<file path="src/rtl/dbuf_cmp_pkg.sv">
package dbuf_cmp_pkg;
  typedef enum logic [1:0] {
    MODE_TIMER = 2'b00,
    MODE_PWM   = 2'b01,
    MODE_PPG   = 2'b10,
    MODE_RSVD  = 2'b11
  } cmp_mode_e;
endpackage

</file>
<file path="src/rtl/cmp_shift_sel.sv">
module cmp_shift_sel
  import dbuf_cmp_pkg::*;
(
  input  logic      buf_en,
  input  cmp_mode_e mode,
  input  logic      ovf_pulse,
  input  logic      start_pulse,
  output logic      shift
);
  always_comb begin
    shift = 1'b0;
    if (buf_en) begin
      unique case (mode)
        MODE_PWM: shift = ovf_pulse;
        MODE_PPG: shift = start_pulse;
        default:  shift = 1'b0;
      endcase
    end
  end
endmodule

</file>
<file path="src/rtl/cmp_reg_pair.sv">
module cmp_reg_pair
  import dbuf_cmp_pkg::*;
#(
  parameter int W = 8
) (
  input  logic         clk,
  input  logic         rst_n,
  input  logic         wr_en,
  input  logic [W-1:0] wr_data,
  input  logic         buf_en,
  input  logic         shift,
  input  cmp_mode_e    mode,
  input  logic         ovf_pulse,
  input  logic         start_pulse,
  output logic [W-1:0] active
);
  logic [W-1:0] shadow_q;
  logic [W-1:0] active_q;

  always_ff @(posedge clk or negedge rst_n) begin
    if (!rst_n) begin
      shadow_q <= '0;
    end else if (wr_en) begin
      shadow_q <= wr_data;
    end
  end

  always_ff @(posedge clk or negedge rst_n) begin
    if (!rst_n) begin
      active_q <= '0;
    end else if (!buf_en && wr_en) begin
      active_q <= wr_data;
    end else if (shift) begin
      active_q <= shadow_q;
    end
  end

  assign active = active_q;

  AST_DIRECT_WRITE: assert property (@(posedge clk) disable iff (!rst_n)
    (!buf_en && wr_en) |=> (active_q == $past(wr_data)));

  AST_BUF_HOLD: assert property (@(posedge clk) disable iff (!rst_n)
    (buf_en && !ovf_pulse && !start_pulse) |=> $stable(active_q));

  AST_PWM_SHIFT: assert property (@(posedge clk) disable iff (!rst_n)
    (buf_en && mode == MODE_PWM && ovf_pulse) |=> (active_q == $past(shadow_q)));

  AST_PPG_SHIFT: assert property (@(posedge clk) disable iff (!rst_n)
    (buf_en && mode == MODE_PPG && start_pulse) |=> (active_q == $past(shadow_q)));

  AST_TIMER_NO_SHIFT: assert property (@(posedge clk) disable iff (!rst_n)
    (buf_en && (mode == MODE_TIMER || mode == MODE_RSVD)) |=> $stable(active_q));

  AST_SAME_CYCLE: assert property (@(posedge clk) disable iff (!rst_n)
    (buf_en && wr_en) |=> (shadow_q == $past(wr_data)));
endmodule

</file>
<file path="src/rtl/cmp_match_det.sv">
module cmp_match_det #(
  parameter int W = 8
) (
  input  logic         clk,
  input  logic         rst_n,
  input  logic [W-1:0] active,
  input  logic [W-1:0] count,
  input  logic         ovf_pulse,
  output logic         match
);
  logic hit;
  logic match_q;

  always_comb begin
    if (active == '0) hit = ovf_pulse;
    else              hit = (count == active);
  end

  always_ff @(posedge clk or negedge rst_n) begin
    if (!rst_n) match_q <= 1'b0;
    else        match_q <= hit;
  end

  assign match = match_q;

  AST_MATCH_EQ: assert property (@(posedge clk) disable iff (!rst_n)
    (active != '0 && count == active) |=> match_q);

  AST_NO_FALSE_MATCH: assert property (@(posedge clk) disable iff (!rst_n)
    (active != '0 && count != active) |=> !match_q);

  AST_ZERO_OVF: assert property (@(posedge clk) disable iff (!rst_n)
    (active == '0 && ovf_pulse) |=> match_q);

  AST_ZERO_NO_OVF: assert property (@(posedge clk) disable iff (!rst_n)
    (active == '0 && !ovf_pulse) |=> !match_q);
endmodule

</file>
<file path="src/rtl/dbuf_cmp_stage.sv">
module dbuf_cmp_stage
  import dbuf_cmp_pkg::*;
#(
  parameter int W = 8
) (
  input  logic         clk,
  input  logic         rst_n,
  input  logic         wr_en,
  input  logic [W-1:0] wr_data,
  input  logic         buf_en,
  input  logic [1:0]   mode,
  input  logic [W-1:0] count,
  input  logic         ovf_pulse,
  input  logic         start_pulse,
  output logic         match_o,
  output logic [W-1:0] cmp_value_o
);
  cmp_mode_e    mode_e;
  logic         shift;
  logic [W-1:0] active;

  assign mode_e = cmp_mode_e'(mode);

  cmp_shift_sel u_shift (
    .buf_en     (buf_en),
    .mode       (mode_e),
    .ovf_pulse  (ovf_pulse),
    .start_pulse(start_pulse),
    .shift      (shift)
  );

  cmp_reg_pair #(.W(W)) u_regs (
    .clk        (clk),
    .rst_n      (rst_n),
    .wr_en      (wr_en),
    .wr_data    (wr_data),
    .buf_en     (buf_en),
    .shift      (shift),
    .mode       (mode_e),
    .ovf_pulse  (ovf_pulse),
    .start_pulse(start_pulse),
    .active     (active)
  );

  cmp_match_det #(.W(W)) u_match (
    .clk      (clk),
    .rst_n    (rst_n),
    .active   (active),
    .count    (count),
    .ovf_pulse(ovf_pulse),
    .match    (match_o)
  );

  assign cmp_value_o = active;

  AST_RESET_CLEAR: assert property (@(posedge clk)
    !rst_n |=> (cmp_value_o == '0 || $past(rst_n)));
endmodule

</file>
<file path="config.mk">
export PLATFORM = sky130hd
export DESIGN_NAME = dbuf_cmp_stage
export DESIGN_NICKNAME = d
export VERILOG_FILES = /design/src/rtl/dbuf_cmp_pkg.sv /design/src/rtl/cmp_shift_sel.sv /design/src/rtl/cmp_reg_pair.sv /design/src/rtl/cmp_match_det.sv /design/src/rtl/dbuf_cmp_stage.sv
export SDC_FILE = /design/constraint.sdc
export NUM_CORES = 1
export LEC_CHECK = 0
export ABC_AREA = 1
export ABC_CLOCK_PERIOD_IN_PS = 2450
export BUFFER_PORTS_ARGS = -buffer_cell sky130_fd_sc_hd__buf_2
export CAP_MARGIN = 40
export CORE_AREA = 5 5 52 54
export CTS_CLUSTER_SIZE = 12
export DETAILED_ROUTE_END_ITERATION = 12
export DIE_AREA = 0 0 57 59
export MAX_ROUTING_LAYER = met4
export PLACE_DENSITY = 0.73
export SLEW_MARGIN = 15
export SYNTH_ARGS = -nofsm -noshare
export SYNTH_HDL_FRONTEND = slang
export SYNTH_SLANG_ARGS = --single-unit
export TNS_END_PERCENT = 20
</file>
<file path="constraint.sdc">
create_clock -name clk -period 2.45 [get_ports clk]
set_clock_uncertainty 0.1 [all_clocks]
set_input_delay 0.1225 -clock clk [delete_from_list [all_inputs] [get_ports clk]]
set_output_delay 0.1225 -clock clk [all_outputs]
set_load 0.03 [all_outputs]
</file>
==> results of run 1 <==
repair_timing:
action,4_1_cts,5_1_grt
setup endpoints to repair,0,0
endpoints found under the hold margin,26,0
hold buffers,10,0
power by group through the flow:
stage               sequential, uW  combinational (uW)  clock, uW
global placement               349                 237          0
floorplan                      397                 126          0
detailed placement             351                 241          0
global route                   351                 280        171
CTS                            345                 254        159
finish                         344                 251        152
worst paths after layout:
| kind | from | endpoint | slack, ns |
|---|---|---|---|
| setup / recovery | ovf_pulse | u_regs.active[2] | 1.24 |
| hold / removal | buf_en | u_regs.active[3] | 0.07 |
| setup reg to reg | u_regs.active[6] | u_match.match | 1.30 |
| hold reg to reg | u_regs.shadow_q[6] | u_regs.shadow_q[6] | 0.44 |
| max in group asynchronous | rst_n | u_regs.active[0] | 1.80 |
| min in group asynchronous | rst_n | u_regs.shadow_q[6] | 0.17 |
per-layer routing:
metal  routed length, microns  up-vias  global-route usage (%)
li1                         -      493                       -
met1                      941      399                    16.6
met2                      949       23                    23.0
met3                      126        5                    3.05
met4                       43        0                    6.95
met5                        0        -                       -
cell usage in the layout, fill, tap and decap left out:
cell type | Yosys | final
inv_2 | 1 | 1
o21ai_0 | 6 | 6
a21oi_1 | 4 | 4
o21ai_1 | 4 | 4
nand2_2 | 1 | 1
nand2_1 | 41 | 41
a21oi_2 | 5 | 5
nor2_1 | 13 | 13
clkbuf_1 | 0 | 1
nand2_8 | 1 | 1
nand3_1 | 5 | 5
ha_1 | 2 | 2
dlygate4sd3_1 | 0 | 10
clkbuf_4 | 0 | 3
buf_2 | 1 | 32
inv_1 | 22 | 22
dfrtp_1 | 17 | 17
xnor2_1 | 3 | 3
nand2_4 | 1 | 1
o21ai_2 | 4 | 4
registers in the layout, summed over array words and instances, names as in the netlist:
name / flops
u_match.match: 1
u_regs.shadow_q: 8
u_regs.active: 8
worst max-delay path: stages:
cell	delay [ns]
dlygate4sd3_1	0.52
buf_2	0.11
nand2_1	0.07
a21oi_2	0.13
nand2_2	0.09
nand2_4	0.15
nand2_1	0.09
o21ai_2	0.06
area by class of cell:
type	instances	area share, %
Timing Repair Buffer	42	20.0
Tap cell	28	2.70
Multi-Input combinational cell	90	35.8
Sequential cell	17	32.8
Inverter	23	6.65
Clock buffer	4	2.02
stage by stage:
stage                     util (%)  std cells
after CTS                     59.9        204
after global placement        54.0        190
after floorplan                  -        134
after detailed placement      54.0        190
after global routing          59.9        204
final                         59.9        204
logic make-up after synthesis:
group | Yosys count | synth area share, %
buffers and inverters | 27 | 13.1
and+or+nand+nor | 62 | 25.9
DFF | 17 | 41.5
xor gates and xnor gates | 3 | 2.56
adders and majority gates | 2 | 2.44
AOI/OAI and AO/OA | 23 | 14.5
==> reports/qor.yml, run 1 <==
outcome:
  run_status: "completed"
clock_network:
  clk_pin_slew_worst_paths_ns: 0.09
  ctsRootBufferMaster: "clkbuf_4"
  post_cts_buffers: 0
  clockBufferDepth: 2
  ctsResizeCount: 0
  cts_tree: "done"
  clock_latency_ns: 0.30
  htreeDepth: 1
  cts_buffers: 3
  cts.sinks: 17
logic_synthesis:
  async_flop_share_pct: 100
  ys_warn_count: 0
  synth.largest_area_cell: "dfrtp_1"
  synth_seq_cells: 17
  ys_top_cells_by_area: "dfrtp_1 (42%), nand2_1 (15%), inv_1 (8.1%)"
  synth_edf_count: 0
  avgSynthCellArea_sq_um: 7.65
  syn_nets: 160
  yosys-top-cells-count: "nand2_1 (41), inv_1 (22), dfrtp_1 (17)"
  synthFlopType: "dfrtp_1"
  yosys.cell_types.count: 19
  syn_inst: 134
  synth.most_common_cell: "nand2_1"
  synth_top_area_share_pct: 41.5
  synthesis.area_sq_mm: 0.00102
  synth-seq-area-share_pct: 41.5
route:
  avgViaCountPerCell: 4.51
  wire_per_inst_microns: 10.1
  drc: 0
  drt-initial-drc-count: 27
  ant_nets: 0
  wl_microns: 2060
  dr.pass1.iters: 4
  routed-via-count: 920
sta:
  finalWorstSetupSlack_ns: 1.24
  fin_crit_sh_pct: 49.4
  tightest_slew_ns: 0.385
  max_clock_freq_mhz: 826
  rsz0062_at_grt: "no"
  whs_ns: 0.0733
  fin_setup_tns_ns: 0
  setup_viol: 0
  maxSlewHeadroom_pct: 74.3
  slew_viol_final: 0
  fin_crit_ns: 1.21
  finalHoldViolations: 0
floorplanning:
  fp-row-count: 17
  die_x_microns: 57
  die_h_microns: 59
  start_util_pct: 47.2
  die_area_sq_mm: 0.00336
  io_pins: 33
  fp.coreArea_sq_mm: 0.00217
cells_and_area:
  seqCellArea_sq_um: 425
  nets: 203
  nFillCells: 222
  syn2layout_area_growth_pct: 26.7
  design_area_sq_mm: 0.00130
  multiInputGateArea_sq_um: 465
  drive_above_1_share_pct: 27.3
  diodes: 0
worst_setup_path:
  cp-start-kind: "input pin"
  crit_path_max_fanout: 14
  r2r_cells: 6
  arrival_ns: 1.34
  end_kind: "register"
  path_class: "input pin to register"
  worstPathRequired_ns: 2.58
pwr:
  switching_power_uw: 272
  seqPwrFrac_pct: 46.1
  p_per_area_mw_per_mm2: 575
  power.internal_uw: 475
  leakagePower_uw: 0.000709
  switching_share_pct: 36.4
  ir_worst_vdd_uv: 355
  total_power_uw: 747
  combPwrFrac_pct: 33.6
  p_clk_share_pct: 20.4
place:
  numPortBuffers: 32
  place_area_sq_mm: 0.00117
  place.gp.congestion: 0.784
  dp.final_hpwl_microns: 1570
  dp_slack_ns: 1.21
global_route:
  grt_pass1_vias: 843
  antenna_found_initial: 0
  grt.overflow.total: 0
  grtUsageTotal_pct: 14.2
  grt_pass1_wl_microns: 3610
  grt_max_degree: 20
job:
  cap_violations: 0
hold_path:
  hold_path.class: "input pin to register"
  hold_depth: 4
Power figures use the tool's default switching activity.
==> inputs of run 2 (changes only) <==
--- a/config.mk
+++ b/config.mk
@@ -6,15 +6,15 @@
 export NUM_CORES = 1
 export LEC_CHECK = 0
 export ABC_AREA = 1
-export ABC_CLOCK_PERIOD_IN_PS = 2450
+export ABC_CLOCK_PERIOD_IN_PS = 1100
 export BUFFER_PORTS_ARGS = -buffer_cell sky130_fd_sc_hd__buf_2
 export CAP_MARGIN = 40
-export CORE_AREA = 5 5 52 54
+export CORE_AREA = 5 5 55 57
 export CTS_CLUSTER_SIZE = 12
 export DETAILED_ROUTE_END_ITERATION = 12
-export DIE_AREA = 0 0 57 59
+export DIE_AREA = 0 0 60 62
 export MAX_ROUTING_LAYER = met4
-export PLACE_DENSITY = 0.73
+export PLACE_DENSITY = 0.68
 export SLEW_MARGIN = 15
 export SYNTH_ARGS = -nofsm -noshare
 export SYNTH_HDL_FRONTEND = slang
==> constraint.sdc (replaced) <==
create_clock -name clk -period 1.1 [get_ports clk]
set_clock_uncertainty 0.1 [all_clocks]
set_input_delay 0.055 -clock clk [delete_from_list [all_inputs] [get_ports clk]]
set_output_delay 0.055 -clock clk [all_outputs]
set_load 0.03 [all_outputs]
==> run 2 against run 1 <==
Net effect:
- the flow now finishes with violations (setup timing)
- clock power increased by 120%
- die area is 11% higher
- critical path depth decreased by 6
- final area up 6.0%
- count of clock-buffer cells in the layout unchanged
- via count is 2.1% higher
- non-clock buffer count is 6 higher
- core utilization decreased by 3.3 points
- critical path type is now register to output port
- largest power group unchanged
==> reports/qor.yml, run 2 (same netlist as run 1, synthesis figures left out) <==
route:
  dr_wl_met2_microns: 1040  # was 949 microns
  ant_nets: 0  # unchanged
  wl_met3_microns: 120  # was 126 microns
  dr.pass1.iters: 4  # unchanged
  wire_per_inst_microns: 10.3  # was 10.1 microns
  wl_met1_microns: 972  # was 941 microns
  drc: 0  # unchanged
  top_layer: "met4"  # unchanged
  drt-initial-drc-count: 34  # was 27
  routed-via-count: 939  # was 920
  wl_microns: 2180  # was 2060 microns
  avgViaCountPerCell: 4.43  # was 4.51
sta:
  tightest_slew_ns: 0.381  # was 0.385 ns
  maxSlewHeadroom_pct: 74.6  # was 74.3%
  slew_viol_final: 0  # unchanged
  fin_crit_ns: 1.15
  finalWorstSetupSlack_ns: -0.0513  # was 1.24 ns
  finalHoldViolations: 0  # unchanged
  rsz0062_at_grt: "yes"  # was no
  fin_crit_sh_pct: 105
  setup_viol: 2  # was 0
  max_clock_freq_mhz: 869
cells_and_area:
  postLayoutCoreUtil_pct: 56.6  # was 59.9%
  syn2layout_area_growth_pct: 34.3  # was 26.7%
  nFillCells: 236  # was 222
  drive_above_1_share_pct: 36.8  # was 27.3%
  seqCellArea_sq_um: 435  # was 425 sq um
  nets: 209  # was 203
  stdcell_count: 212  # was 204
  diodes: 0  # unchanged
  layout_common_cells: "nand2_1 (41), buf_2 (31), inv_1 (19)"  # was nand2_1 (41), buf_2 (32), inv_1 (22)
  multiInputGateArea_sq_um: 475  # was 465 sq um
  final_common_cell: "nand2_1"  # unchanged
clock_network:
  clock_latency_ns: 0.29  # was 0.30 ns
  htreeDepth: 1  # unchanged
  post_cts_buffers: 0  # unchanged
  cts_tree: "done"  # unchanged
  clockBufferDepth: 2  # unchanged
  ctsRootBufferMaster: "clkbuf_4"  # unchanged
  cts.sinks: 17  # unchanged
  cts_buffers: 3  # unchanged
  clk_pin_slew_worst_paths_ns: 0.10  # was 0.09 ns
place:
  dpl.cell_count: 198  # was 190
  numPortBuffers: 32  # unchanged
  place.gp.congestion: 0.767  # was 0.784
  dp.final_hpwl_microns: 1710  # was 1570 microns
  dp_slack_ns: -0.0774  # was 1.21 ns
worst_setup_path:
  cp-start-kind: "register"  # was input pin
  arrival_ns: 1.00  # was 1.34 ns
  end_kind: "output port"  # was register
  crit_path_max_fanout: 3  # was 14
  path_class: "register to output port"  # was input pin to register
  worstPathRequired_ns: 0.94  # was 2.58 ns
global_route:
  antenna_found_initial: 0  # unchanged
  grt_max_degree: 20  # unchanged
  grtUsageTotal_pct: 13.9  # was 14.2%
  grt_pass1_wl_microns: 3730  # was 3610 microns
  grt_pass1_vias: 878  # was 843
  grt.overflow.total: 0  # unchanged
job:
  cap_violations: 0  # unchanged
hold_path:
  hold_path.class: "input pin to register"  # unchanged
floorplanning:
  die_area_sq_mm: 0.00372  # was 0.00336 sq mm
  fp-row-count: 18  # was 17
  start_util_pct: 42.1  # was 47.2%
  fp.coreArea_sq_mm: 0.00243  # was 0.00217 sq mm
  die_h_microns: 62  # was 59 microns
  die_x_microns: 60  # was 57 microns
  io_pins: 33  # unchanged
pwr:
  leakagePower_uw: 0.000734  # was 0.000709 uW
  p_per_area_mw_per_mm2: 1280  # was 575 mW/mm^2
  ir_worst_vdd_uv: 817  # was 355 uV
outcome:
  run_status: "finished, violations left"  # was completed
  violations: "setup timing"
## run 2: per-layer routing
layer  GRT usage, %  vias up
li1               -      503
met5              -        -
met1           17.3      410
met2           22.1       21
met3           2.07        5
met4           6.65        0
## run 2: worst max-delay path: stages (launching register included)
cell and delay [ns]:
dfrtp_2 0.45, buf_6 0.13, buf_6 0.13
## run 2: path summary, 6_finish.rpt
kind,startpoint,to,slack (ns),cells after the start
setup / recovery,u_regs.active[3],cmp_value_o[3],-0.05,2
hold / removal,buf_en,u_regs.active[6],0.01,4
setup reg to reg,u_regs.active[3],u_match.match,-0.01,6
hold reg to reg,u_regs.shadow_q[4],u_regs.shadow_q[4],0.43,2
max in group asynchronous,rst_n,u_regs.active[7],0.49,2
min in group asynchronous,rst_n,u_regs.shadow_q[4],0.11,2
## run 2: cell type report
class | instances | share of cell area [%]
Inverter | 23 | 6.27
Multi-Input combinational cell | 90 | 34.5
Tap cell | 30 | 2.73
Clock buffer | 4 | 1.91
Timing Repair Buffer | 48 | 22.9
Sequential cell | 17 | 31.6
## run 2: timing repair
item	CTS	global route
hold buffers	10	0
hold endpoints to repair	27	0
setup endpoints to repair	2	2
pin swaps	0	1
resized for setup	3	3
## run 2: stage by stage
| step | hold slack [ns] | total power (uW) | setup TNS [ns] | cell area, sq um |
|---|---|---|---|---|
| after global routing | 0.00934 | 1870 | -0.152 | 1380 |
| after floorplan | -0.341 | 1180 | -0.0243 | 1030 |
| after detailed placement | -0.103 | 1390 | -0.528 | 1230 |
| final | 0.0147 | 1760 | -0.0618 | 1380 |
| after global placement | -0.104 | 1380 | -0.197 | 1230 |
| after CTS | 0.00339 | 1770 | -0.0883 | 1370 |
## run 2: power breakdown
group          switching [uW]  total (uW)  internal, uW
combinational             369         643           274
sequential               68.1         785           717
clock                     194         335           141
total                     631        1760          1130
